==> src/rtl/srx_pkg.sv <==
package srx_pkg;
  localparam int MAX_BITS = 9;

  typedef struct packed {
    logic smp;       // take a line sample
    logic clrFrame;  // new frame begins
    logic shiftBit;  // data bit vote ready
    logic takePar;   // parity bit vote ready
    logic finish;    // first stop bit vote ready
  } srxStrobe_t;

  typedef struct packed {
    logic [MAX_BITS-1:0] data;
    logic fe;
    logic pe;
    logic ovr;
  } srxEntry_t;
endpackage

==> src/rtl/srx_ctrl.sv <==
module srx_ctrl
  import srx_pkg::*;
#(
  parameter int OSR = 16
) (
  input  logic       clk,
  input  logic       rstN,
  input  logic       baudTick,
  input  logic       lineS,
  input  logic       vote,
  input  logic       dblSpeed,
  input  logic [3:0] nBits,
  input  logic       parEn,
  output srxStrobe_t stb
);
  localparam int CW = $clog2(OSR);
  localparam logic [CW-1:0] LAST_N = CW'(OSR - 1);
  localparam logic [CW-1:0] LAST_D = CW'(OSR / 2 - 1);
  localparam logic [CW-1:0] VOTE_N = CW'(OSR / 2 + 1);
  localparam logic [CW-1:0] VOTE_D = CW'(OSR / 4 + 1);

  typedef enum logic [2:0] {IDLE, START, DATA, PAR, STOP} rxState_t;

  rxState_t state;
  logic [CW-1:0] cnt;
  logic [CW-1:0] lastCnt, voteCnt;
  logic [3:0] bitIdx;
  logic voteNow, endBit, startSeen;

  always_comb begin
    lastCnt   = dblSpeed ? LAST_D : LAST_N;
    voteCnt   = dblSpeed ? VOTE_D : VOTE_N;
    voteNow   = baudTick && (state != IDLE) && (cnt == voteCnt);
    endBit    = baudTick && (state != IDLE) && (cnt == lastCnt);
    startSeen = baudTick && (state == IDLE) && !lineS;
    stb.smp      = baudTick;
    stb.clrFrame = startSeen;
    stb.shiftBit = voteNow && (state == DATA);
    stb.takePar  = voteNow && (state == PAR);
    stb.finish   = voteNow && (state == STOP);
  end

  always_ff @(posedge clk) begin
    if (!rstN) begin
      state  <= IDLE;
      cnt    <= '0;
      bitIdx <= '0;
    end else if (baudTick) begin
      if (state != IDLE) cnt <= (cnt == lastCnt) ? '0 : cnt + CW'(1);
      case (state)
        IDLE: if (!lineS) begin
          state <= START;
          cnt   <= CW'(1);
        end
        START: begin
          if (voteNow && vote) state <= IDLE;
          else if (endBit) begin
            state  <= DATA;
            bitIdx <= '0;
          end
        end
        DATA: if (endBit) begin
          if (bitIdx == nBits - 4'd1) state <= parEn ? PAR : STOP;
          bitIdx <= bitIdx + 4'd1;
        end
        PAR:  if (endBit) state <= STOP;
        STOP: if (voteNow) state <= IDLE;
        default: state <= IDLE;
      endcase
    end
  end
endmodule

==> src/rtl/srx_dpath.sv <==
module srx_dpath
  import srx_pkg::*;
#(
  parameter int DEPTH = 2
) (
  input  logic                clk,
  input  logic                rstN,
  input  logic                rxLine,
  input  srxStrobe_t          stb,
  input  logic [3:0]          nBits,
  input  logic                parEn,
  input  logic                parOdd,
  input  logic                mpMode,
  input  logic                rdStrobe,
  output logic                lineS,
  output logic                vote,
  output logic [MAX_BITS-1:0] rxData,
  output logic                frameErr,
  output logic                parityErr,
  output logic                overrun,
  output logic                rxValid
);
  localparam int PW = (DEPTH > 1) ? $clog2(DEPTH) : 1;
  localparam int NW = $clog2(DEPTH + 1);
  localparam logic [NW-1:0] FULL = NW'(DEPTH);

  logic [1:0] syncQ;
  logic [1:0] smpQ;
  logic [MAX_BITS-1:0] shReg;
  logic parAcc;
  srxEntry_t mem [DEPTH];
  srxEntry_t newEnt;
  logic [NW-1:0] count, cntAfterPop;
  logic pop, push, drop;

  assign lineS = syncQ[1];
  assign vote  = (smpQ[1] & smpQ[0]) | (smpQ[1] & lineS) | (smpQ[0] & lineS);

  always_ff @(posedge clk) begin
    if (!rstN) begin
      syncQ  <= 2'b11;
      smpQ   <= 2'b11;
      shReg  <= '0;
      parAcc <= 1'b0;
    end else begin
      syncQ <= {syncQ[0], rxLine};
      if (stb.smp) smpQ <= {smpQ[0], lineS};
      if (stb.clrFrame) begin
        shReg  <= '0;
        parAcc <= 1'b0;
      end else if (stb.shiftBit) begin
        shReg  <= {vote, shReg[MAX_BITS-1:1]};
        parAcc <= parAcc ^ vote;
      end else if (stb.takePar) begin
        parAcc <= parAcc ^ vote;
      end
    end
  end

  always_comb begin
    newEnt.data = shReg >> (4'd9 - nBits);
    newEnt.fe   = !vote;
    newEnt.pe   = parEn && (parAcc ^ parOdd);
    newEnt.ovr  = 1'b0;
    drop        = mpMode && !shReg[MAX_BITS-1];
    push        = stb.finish && !drop;
    pop         = rdStrobe && (count != '0);
    cntAfterPop = count - NW'(pop);
  end

  always_ff @(posedge clk) begin
    if (!rstN) begin
      count <= '0;
      for (int i = 0; i < DEPTH; i++) mem[i] <= '0;
    end else begin
      if (pop) begin
        for (int i = 0; i < DEPTH - 1; i++) mem[i] <= mem[i+1];
        mem[DEPTH-1] <= '0;
      end
      if (push) begin
        if (cntAfterPop < FULL) mem[cntAfterPop[PW-1:0]] <= newEnt;
        else mem[DEPTH-1].ovr <= 1'b1;
      end
      count <= cntAfterPop + NW'(push && (cntAfterPop < FULL));
    end
  end

  assign rxData    = mem[0].data;
  assign frameErr  = mem[0].fe;
  assign parityErr = mem[0].pe;
  assign overrun   = mem[0].ovr;
  assign rxValid   = (count != '0);
endmodule

==> src/rtl/serial_rx_core.sv <==
module serial_rx_core
  import srx_pkg::*;
#(
  parameter int OSR   = 16,
  parameter int DEPTH = 2
) (
  input  logic                clk,
  input  logic                rstN,
  input  logic                rxLine,
  input  logic                baudTick,
  input  logic [2:0]          dataLen,
  input  logic [1:0]          parityMode,
  input  logic                dblSpeed,
  input  logic                mpMode,
  input  logic                rdStrobe,
  output logic [MAX_BITS-1:0] rxData,
  output logic                frameErr,
  output logic                parityErr,
  output logic                overrun,
  output logic                rxValid
);
  srxStrobe_t stb;
  logic lineS, vote;
  logic [3:0] nBits;

  assign nBits = (dataLen > 3'd4) ? 4'd9 : 4'd5 + {1'b0, dataLen};

  srx_ctrl #(.OSR(OSR)) u_ctrl (
    .clk(clk), .rstN(rstN), .baudTick(baudTick), .lineS(lineS), .vote(vote),
    .dblSpeed(dblSpeed), .nBits(nBits), .parEn(parityMode[1]), .stb(stb)
  );

  srx_dpath #(.DEPTH(DEPTH)) u_dpath (
    .clk(clk), .rstN(rstN), .rxLine(rxLine), .stb(stb), .nBits(nBits),
    .parEn(parityMode[1]), .parOdd(parityMode[0]), .mpMode(mpMode),
    .rdStrobe(rdStrobe), .lineS(lineS), .vote(vote), .rxData(rxData),
    .frameErr(frameErr), .parityErr(parityErr), .overrun(overrun),
    .rxValid(rxValid)
  );
endmodule

==> config.mk <==
export PLATFORM = sky130hd
export DESIGN_NAME = serial_rx_core
export DESIGN_NICKNAME = d
export VERILOG_FILES = /design/src/rtl/srx_pkg.sv /design/src/rtl/srx_ctrl.sv /design/src/rtl/srx_dpath.sv /design/src/rtl/serial_rx_core.sv
export SDC_FILE = /design/constraint.sdc
export NUM_CORES = 1
export LEC_CHECK = 0
export BUFFER_PORTS_ARGS = -buffer_cell sky130_fd_sc_hd__buf_2
export CORE_UTILIZATION = 40
export DETAILED_ROUTE_END_ITERATION = 6
export GPL_TIMING_DRIVEN = 1
export PLACE_DENSITY = 0.68
export SETUP_SLACK_MARGIN = 0.3
export SLEW_MARGIN = 20
export SYNTH_ARGS = -nofsm -noshare
export SYNTH_HDL_FRONTEND = slang
export SYNTH_SLANG_ARGS = --single-unit
export TNS_END_PERCENT = 100
==> constraint.sdc <==
create_clock -name clk -period 3.2 [get_ports clk]
set_input_delay 0.64 -clock clk [delete_from_list [all_inputs] [get_ports clk]]
set_output_delay 0.64 -clock clk [all_outputs]
set_load 0.005 [all_outputs]
==> Word-level counts from Yosys, hierarchy flattened <==
Memories as Yosys holds them, arrays and structs flattened.
Index checks and enable logic that the tools add are counted.
{ "totals": {"register_bits": 27, "latch_bits": 0, "ram_bits": 24, "rom_bits": 0, "input_bits": 12, "output_inout_bits": 13, "wordCells": 108, "memories": 1} }
{ "mem_list": {"columns": ["name", "depth", "width", "read_ports", "rd_clocked_by_memory_dff", "wr", "line_no", "text"], "rows": [
  ["u_dpath.mem", 2, 12, 2, 0, 3, "srx_dpath.sv:31", "srxEntry_t mem [DEPTH];"]
]} }
{ "classes": {"n_addsub": 7, "n_mul": 0, "div_mod_pow": 0, "n_lt_le_gt_ge": 2, "n_eq_ne": 15, "n_shift": 1, "mux": 37, "bitwise": 11, "n_reduce_logical": 26} }
{ "op_table": {"columns": ["cell", "count"], "rows": [
  ["4-bit 2-to-1 mux", 10],
  ["12-bit 2-to-1 mux", 2],
  ["3-bit 2-to-1 mux", 8],
  ["1-bit 2-to-1 mux", 15],
  ["3-bit case mux with 5 select lines", 1],
  ["1-bit logical AND", 14],
  ["4-bit equality test", 3],
  ["9-bit by 4-bit >> shifter with 9-bit output", 1],
  ["4-bit by 1-bit adder with 4-bit output, second input constant", 2],
  ["2-bit by 1-bit != test with 1-bit output, second input constant", 4],
  ["4-bit case mux with 2 select lines", 1],
  ["7-bit AND reduction", 1],
  ["3-bit by 2-bit equality test with 1-bit output, second input constant", 2],
  ["2-bit != test, second input constant", 3],
  ["2-bit nonzero test", 3],
  ["1-bit bitwise OR", 5],
  ["5-bit AND reduction", 1],
  ["3-bit by 3-bit adder with 4-bit output, first input constant", 1],
  ["1-bit logical NOT", 4],
  ["4-bit by 1-bit subtractor with 4-bit output, second input constant", 1],
  ["4-bit subtractor, first input constant", 1],
  ["1-bit bitwise AND", 3],
  ["3-bit by 1-bit equality test with 1-bit output, second input constant", 1],
  ["3-bit equality test, second input constant", 1],
  ["10 further kinds", 11]
]} }

==> Longest topological paths before layout <==
{ "depth": {"ltp_word": 9, "mapped_depth": 11, "depth_no_buf": 11} }

==> Hierarchy <==
From an unflattened synthesis, not the netlist that was laid out.
{ "unflattened": {"hier_cells": 287, "hier_area_um2": 2970.3} }
{ "modules_own_cells": {"columns": ["mod", "instances", "cells_each", "area_each_um2", "seq_area_each_um2"], "rows": [
  ["srx_dpath", 1, 157, 1966.9, 1041.0],
  ["srx_ctrl", 1, 120, 935.9, 220.2],
  ["serial_rx_core", 1, 10, 67.6, 0.0]
]} }

==> Worst setup path before layout <==
OpenSTA, ideal clock, no wires.
{ "synth_path": {"path_kind": "input port to flip-flop", "from": "input port dataLen[0]", "to": "memory u_dpath.mem[1][3] (netlist bit), data pin", "setup_ns": 0.267, "arrival_time_ns": 2.631, "t_required_ns": 2.933, "slack_ns": 0.302, "stages": 10, "path_buffers": 1, "path_cell_list": "inv_1 ha_1 nand2b_1 nand2_1 clkbuf_1 ha_1 xor2_1 nor3_1 a211oi_1 nor2_1"} }
{ "synth_rtl": {"columns": ["element", "line_no", "text"], "rows": [
  ["start, declared", "serial_rx_core.sv:11", "input logic [2:0] dataLen,"],
  ["end, declared", "srx_dpath.sv:31", null]
]} }

==> Worst setup path in the final report <==
{ "layout_path": {"from": "input port dataLen[0]", "to": "register u_ctrl.state[0]"} }
{ "layout_via": {"elab_chain_len": 6, "elab_cells_between_ends": 7, "classes_between": "add/sub: 2; order compare: 1; eq/ne: 2; mux: 1; reduce/logical: 1"} }
{ "layout_lines": {"columns": ["element", "line_no", "text"], "rows": [
  ["3-bit by 3-bit adder with 4-bit output or 3-bit > comparator (tied branches)", "serial_rx_core.sv:26", "assign nBits = (dataLen > 3'd4) ? 4'd9 : 4'd5 + {1'b0, dataLen};"],
  ["4-bit 2-to-1 mux (*)", "serial_rx_core.sv:26", null],
  ["4-bit by 1-bit subtractor with 4-bit output (*)", "srx_ctrl.sv:63", "if (bitIdx == nBits - 4'd1) state <= parEn ? PAR : STOP;"],
  ["4-bit equality test (*)", "srx_ctrl.sv:63", null],
  ["2-bit != test (no source line) (*)", null, null],
  ["7-bit AND reduction (no source line) (*)", null, null],
  ["end signal, assigned", "srx_ctrl.sv:63", null],
  ["end, declared", "srx_ctrl.sv:24", "rxState_t state;"]
]} }
Every way passes the cells marked *; elsewhere a longest branch is shown, timed or not.
A chain may end at the register's enable or synchronous reset.

==> impl.org <==
** Status
- The run finished with clean final reports.

** Synth
- Most used DFF post-synth :: dfxtp_1
- Cell taking the most area after synthesis :: edfxtp_1
- When the netlist entered floorplanning its net count stood at around 320.
- Of all flip-flops after synthesis, the portion carrying an async set or reset was 0%.
- Sequential-to-total area share from yosys stat :: 43.4%
- Synth top area cells :: edfxtp_1 (25%), dfxtp_1 (19%), mux2i_1 (6.9%)
- The average instance in the mapped netlist occupies around 9.6 um2.
- Count of cell types in the netlist :: just under 60
- Post-synthesis instance total :: 302
- The cell area that synthesis handed to floorplanning was around 0.0029 mm2.
- The synthesized design devotes to its leading area cell type roughly 25% of total area.
- During synthesis, Yosys emitted a total of 0 warnings.
- Number of register bits inferred by synthesis :: 51
- Number of enable flip-flop cells after synthesis :: 24

** STA
- Ratio of final minimum period to clock period :: between 70% and 80%
- The final hold violation count is 0.
- The worst path meets setup with about 0.67 ns of slack.
- Max Clk Rate :: between 300 and 400 MHz
- Final Skew :: just over 0.007 ns
- Total negative slack :: 0 ns
- Setup violations remaining at the end of the flow were counted as 0.
- The final-report max-slew violation count was 0.
- In this run the tightest slew margin relative to its limit is between 60 and 70%.
- Counting I/O delays and the setup requirement, the final critical path takes 2.53 ns.
- RSZ-0062 raised after global routing :: false
- Slew at the pin closest to its max-slew limit :: slightly above 0.5 ns

** Clocking
- Clock sinks :: a little over 50
- Setup Buffers After CTS :: 0
- The number of gates resized after CTS was 0.
- Clock buffer depth :: 2
- CTS buffer count :: 5
- Clock-pin slew was measured on the worst setup and hold paths at roughly 0.09 ns.
- TritonCTS built the clock tree.
- For this design, the CTS-stage hold fixing added 0 buffers.
- The cell sitting at the root of the clock tree is a clkbuf_8.
- At the later pin of the worst-skew pair, clock insertion delay measures roughly 0.30 ns.
- Htree depth :: 2

** Pwr
- Of the total power, registers draw between 50% and 60%.
- Pint :: ~990 uW
- Combinational logic burns roughly a fifth of the power.
- Leakage power total :: between 1 and 1.5 nW
- For this design the total switching power over the nets is approximately 410 uW.
- Share of power burned in the clock network :: between 20% and 30%
- Of the total power, the share spent switching nets is approximately 29%.
- Total power density per cell area :: approximately 430 mW/mm2
- Across the VDD grid, the largest voltage drop is around 0.14 mV.

** Critical path
- CP Max Fanout :: 9
- Counting stages on the worst path, the most repeated cell is ha_1.
- Worst Path Required :: 3.41 ns
- Cells traversed along the worst timing path :: buf_2, ha_1, o21ai_0, inv_1, ha_1, a21boi_0, xnor2_1, o41a_1, o32ai_1
- Startpoint types :: input port
- Reg2Reg Setup Slack :: around 0.70 ns
- FF-to-FF End :: u_dpath.mem[1][1]$_SDFFCE_PN0P_
- The slowest stage of the critical path belongs to the cell o41a_1.
- On the worst path, the slowest cell contributes a delay of between 0.4 and 0.5 ns.
- Kind of end point of the critical path :: flop
- The critical path in this run is classified as in2reg.
- Data on the critical path arrives at its endpoint at about 2.7 ns.
- Number of cell instances on the worst register-to-register path :: 5
- The worst register-to-register path begins at u_ctrl.cnt[3]$_SDFFE_PN0P_.

** Route
- First drt pass iteration count :: 4
- Ratio of routed vias to standard cells :: 5.18
- For this run, design rule violations remaining after detail routing come to 0.
- For this block, the via count after detailed routing is approximately 2,200.
- The detail route stage leaves a number of antenna-violating nets equal to 0.
- Number of DRC markers in iteration 0 :: 79
- Total wire length after detailed routing :: approximately 5400 um
- After detailed routing, the average wire length per cell comes to approximately 13 um.

** Hold path
- Terminating pin of the worst hold path :: u_dpath.syncQ[1]$_SDFF_PN1_
- Class of the most critical hold timing path :: reg2reg
- Counting instances, the worst hold path has a depth of 1.
- In this run the most critical hold path is launched from u_dpath.syncQ[0]$_SDFF_PN1_.

** Layout
- The area growth from synthesis to layout is 10.9%.
- ANT cells :: 0
- Number of nets in the layout :: between 300 and 400
- Ratio of cells with drive above 1 in the final layout :: between 15 and 20%

** Global routing
- Global routing used 15.2% of the available tracks.
- Wire length of the first global-routing pass :: 8970 um
- Maximum number of pins on one net before global-route repair :: 22
- Number of global-route vias before repair :: 1,923
- Number of antenna violations at the first check in global routing :: 0
- Summed over all layers, the global routing overflow is 0.

** Placement
- At the end of routability-driven placement, the weighted congestion stood at 0.874.
- The count of buffers added on input and output ports is 24.
- Setup slack after placement :: 0.329 ns
- Detailed placement ended at an HPWL of approximately 4100 um.

** Floorplan
- The die covers between 0.007 and 0.008 mm2.
- Core Region :: around 0.007 mm2
- After floorplanning, the core was divided into 30 placement rows.
- Horiz. Die Dim :: 87.2 um
- The die is ~87 um tall.
- In this run the count of I/O pins placed on the die edge is 25.
- Initial Utilization :: 42.0%

** Flow run
- Max-cap violations in this run came to 0.
cell usage in the layout, fill, tap and decap left out, types with 3 or more instances in the layout:
| cell | Yosys | routed |
|---|---|---|
| inv_1 | 9 | 9 |
| clkbuf_8 | 0 | 5 |
| nand2_1 | 30 | 30 |
| nand4_1 | 3 | 3 |
| edfxtp_1 | 24 | 24 |
| nor3_1 | 7 | 7 |
| buf_4 | 0 | 7 |
| dfxtp_1 | 27 | 27 |
| nor2b_1 | 3 | 3 |
| nand2b_1 | 5 | 5 |
| and3_1 | 6 | 6 |
| o21ai_0 | 6 | 6 |
| o21ai_2 | 8 | 8 |
| o21ai_1 | 3 | 3 |
| xnor2_1 | 7 | 7 |
| xor2_1 | 7 | 7 |
| nor3b_2 | 3 | 3 |
| a21oi_1 | 14 | 14 |
| nor2_1 | 33 | 33 |
| a211oi_1 | 5 | 5 |
| mux2i_1 | 20 | 20 |
| nand3_1 | 19 | 19 |
| buf_2 | 1 | 24 |
| ha_1 | 10 | 10 |
critical path: cells and delay by family:
family / cells / cell delay, ns
buffers and inverters: 2 / 0.27
XOR/XNOR: 1 / 0.10
adder cells (fa/ha/maj): 2 / 0.45
AO/OA/AOI/OAI: 4 / 1.28
cell type report:
type / count / area [um2]
clock buffer: 5 / 68.8
clock inverter: 3 / 20.0
fill: 683 / 3690
inverter: 10 / 37.5
multi-input combinational: 226 / 1540
sequential: 51 / 1260
tap: 96 / 120
timing repair buffer: 31 / 173
sequential cells by signal, summed over array words and instances (netlist names):
register / count
u_dpath.mem: 24
u_ctrl.bitIdx: 4
u_dpath.smpQ: 2
u_dpath.parAcc: 1
u_dpath.count: 2
u_dpath.shReg: 9
u_ctrl.cnt: 4
u_dpath.syncQ: 2
u_ctrl.state: 3
worst max-delay path by stage:
stage	startpoint	endpoint	slack, ns
2_1_floorplan	dataLen[0]	u_dpath.mem[1][3]$_SDFFCE_PN0P_	0.30
3_3_place_gp	dataLen[0]	u_ctrl.state[1]$_SDFFE_PN0P_	0.35
3_5_place_dp	dataLen[0]	u_ctrl.state[1]$_SDFFE_PN0P_	0.33
4_1_cts	dataLen[0]	u_ctrl.state[0]$_SDFFE_PN0P_	0.65
5_1_grt	u_ctrl.cnt[3]$_SDFFE_PN0P_	u_dpath.mem[1][8]$_SDFFCE_PN0P_	0.42
6_report	dataLen[0]	u_ctrl.state[0]$_SDFFE_PN0P_	0.67
Yosys cell counts, types with 2 or more instances:
master,count
a211oi_1,5
a21boi_0,2
a21o_1,2
a21oi_1,14
and2_1,2
and3_1,6
buf_1,2
buf_6,2
clkbuf_1,10
dfxtp_1,27
edfxtp_1,24
ha_1,10
inv_1,9
mux2i_1,20
nand2_1,30
nand2b_1,5
nand3_1,19
nand4_1,3
nor2_1,33
nor2b_1,3
nor3_1,7
nor3b_1,2
nor3b_2,3
o21ai_0,6
o21ai_1,3
o21ai_2,8
or3_1,2
xnor2_1,7
xor2_1,7
power by group through the flow:
stage               Clock (mW)  Combinational, mW  Sequential (mW)
finish                   0.370              0.272            0.751
global route             0.402              0.307            0.756
CTS                      0.381              0.273            0.751
detailed placement           0              0.272            0.766
global placement             0              0.269            0.765
floorplan                    0              0.200            0.759
logic make-up after synthesis:
| group | Yosys count | synth area share (%) |
|---|---|---|
| and+or+nand+nor | 124 | 22.5 |
| AOI/OAI and AO/OA | 55 | 13.4 |
| DFF | 51 | 43.4 |
| buffers and inverters | 25 | 3.79 |
| muxes | 22 | 8.06 |
| xor gates and xnor gates | 14 | 4.22 |
| adders and majority gates | 11 | 4.65 |
metrics by stage:
| step | instance area (um2) | hold slack [ns] | util (%) | power (mW) | instances |
|---|---|---|---|---|---|
| 2_1_floorplan | 2900 | 0.386 | - | 0.959 | 302 |
| 3_3_place_gp | 3130 | 0.391 | 45.3 | 1.03 | 414 |
| 3_5_place_dp | 3130 | 0.396 | 45.3 | 1.04 | 414 |
| 4_1_cts | 3220 | 0.425 | 46.6 | 1.40 | 422 |
| 5_1_grt | 3220 | 0.451 | 46.6 | 1.47 | 422 |
| 6_report | 3220 | 0.419 | 46.6 | 1.39 | 422 |
metal layers:
metal  up-vias  GRT usage, %  share of wire [%]
li1       1136             -                  -
met1       996          19.9                 49
met2        48          25.1                 46
met3         5          2.56                3.7
met4         0          5.96                1.2
met5         -             0                  0
(Power assumes the default switching activity.)
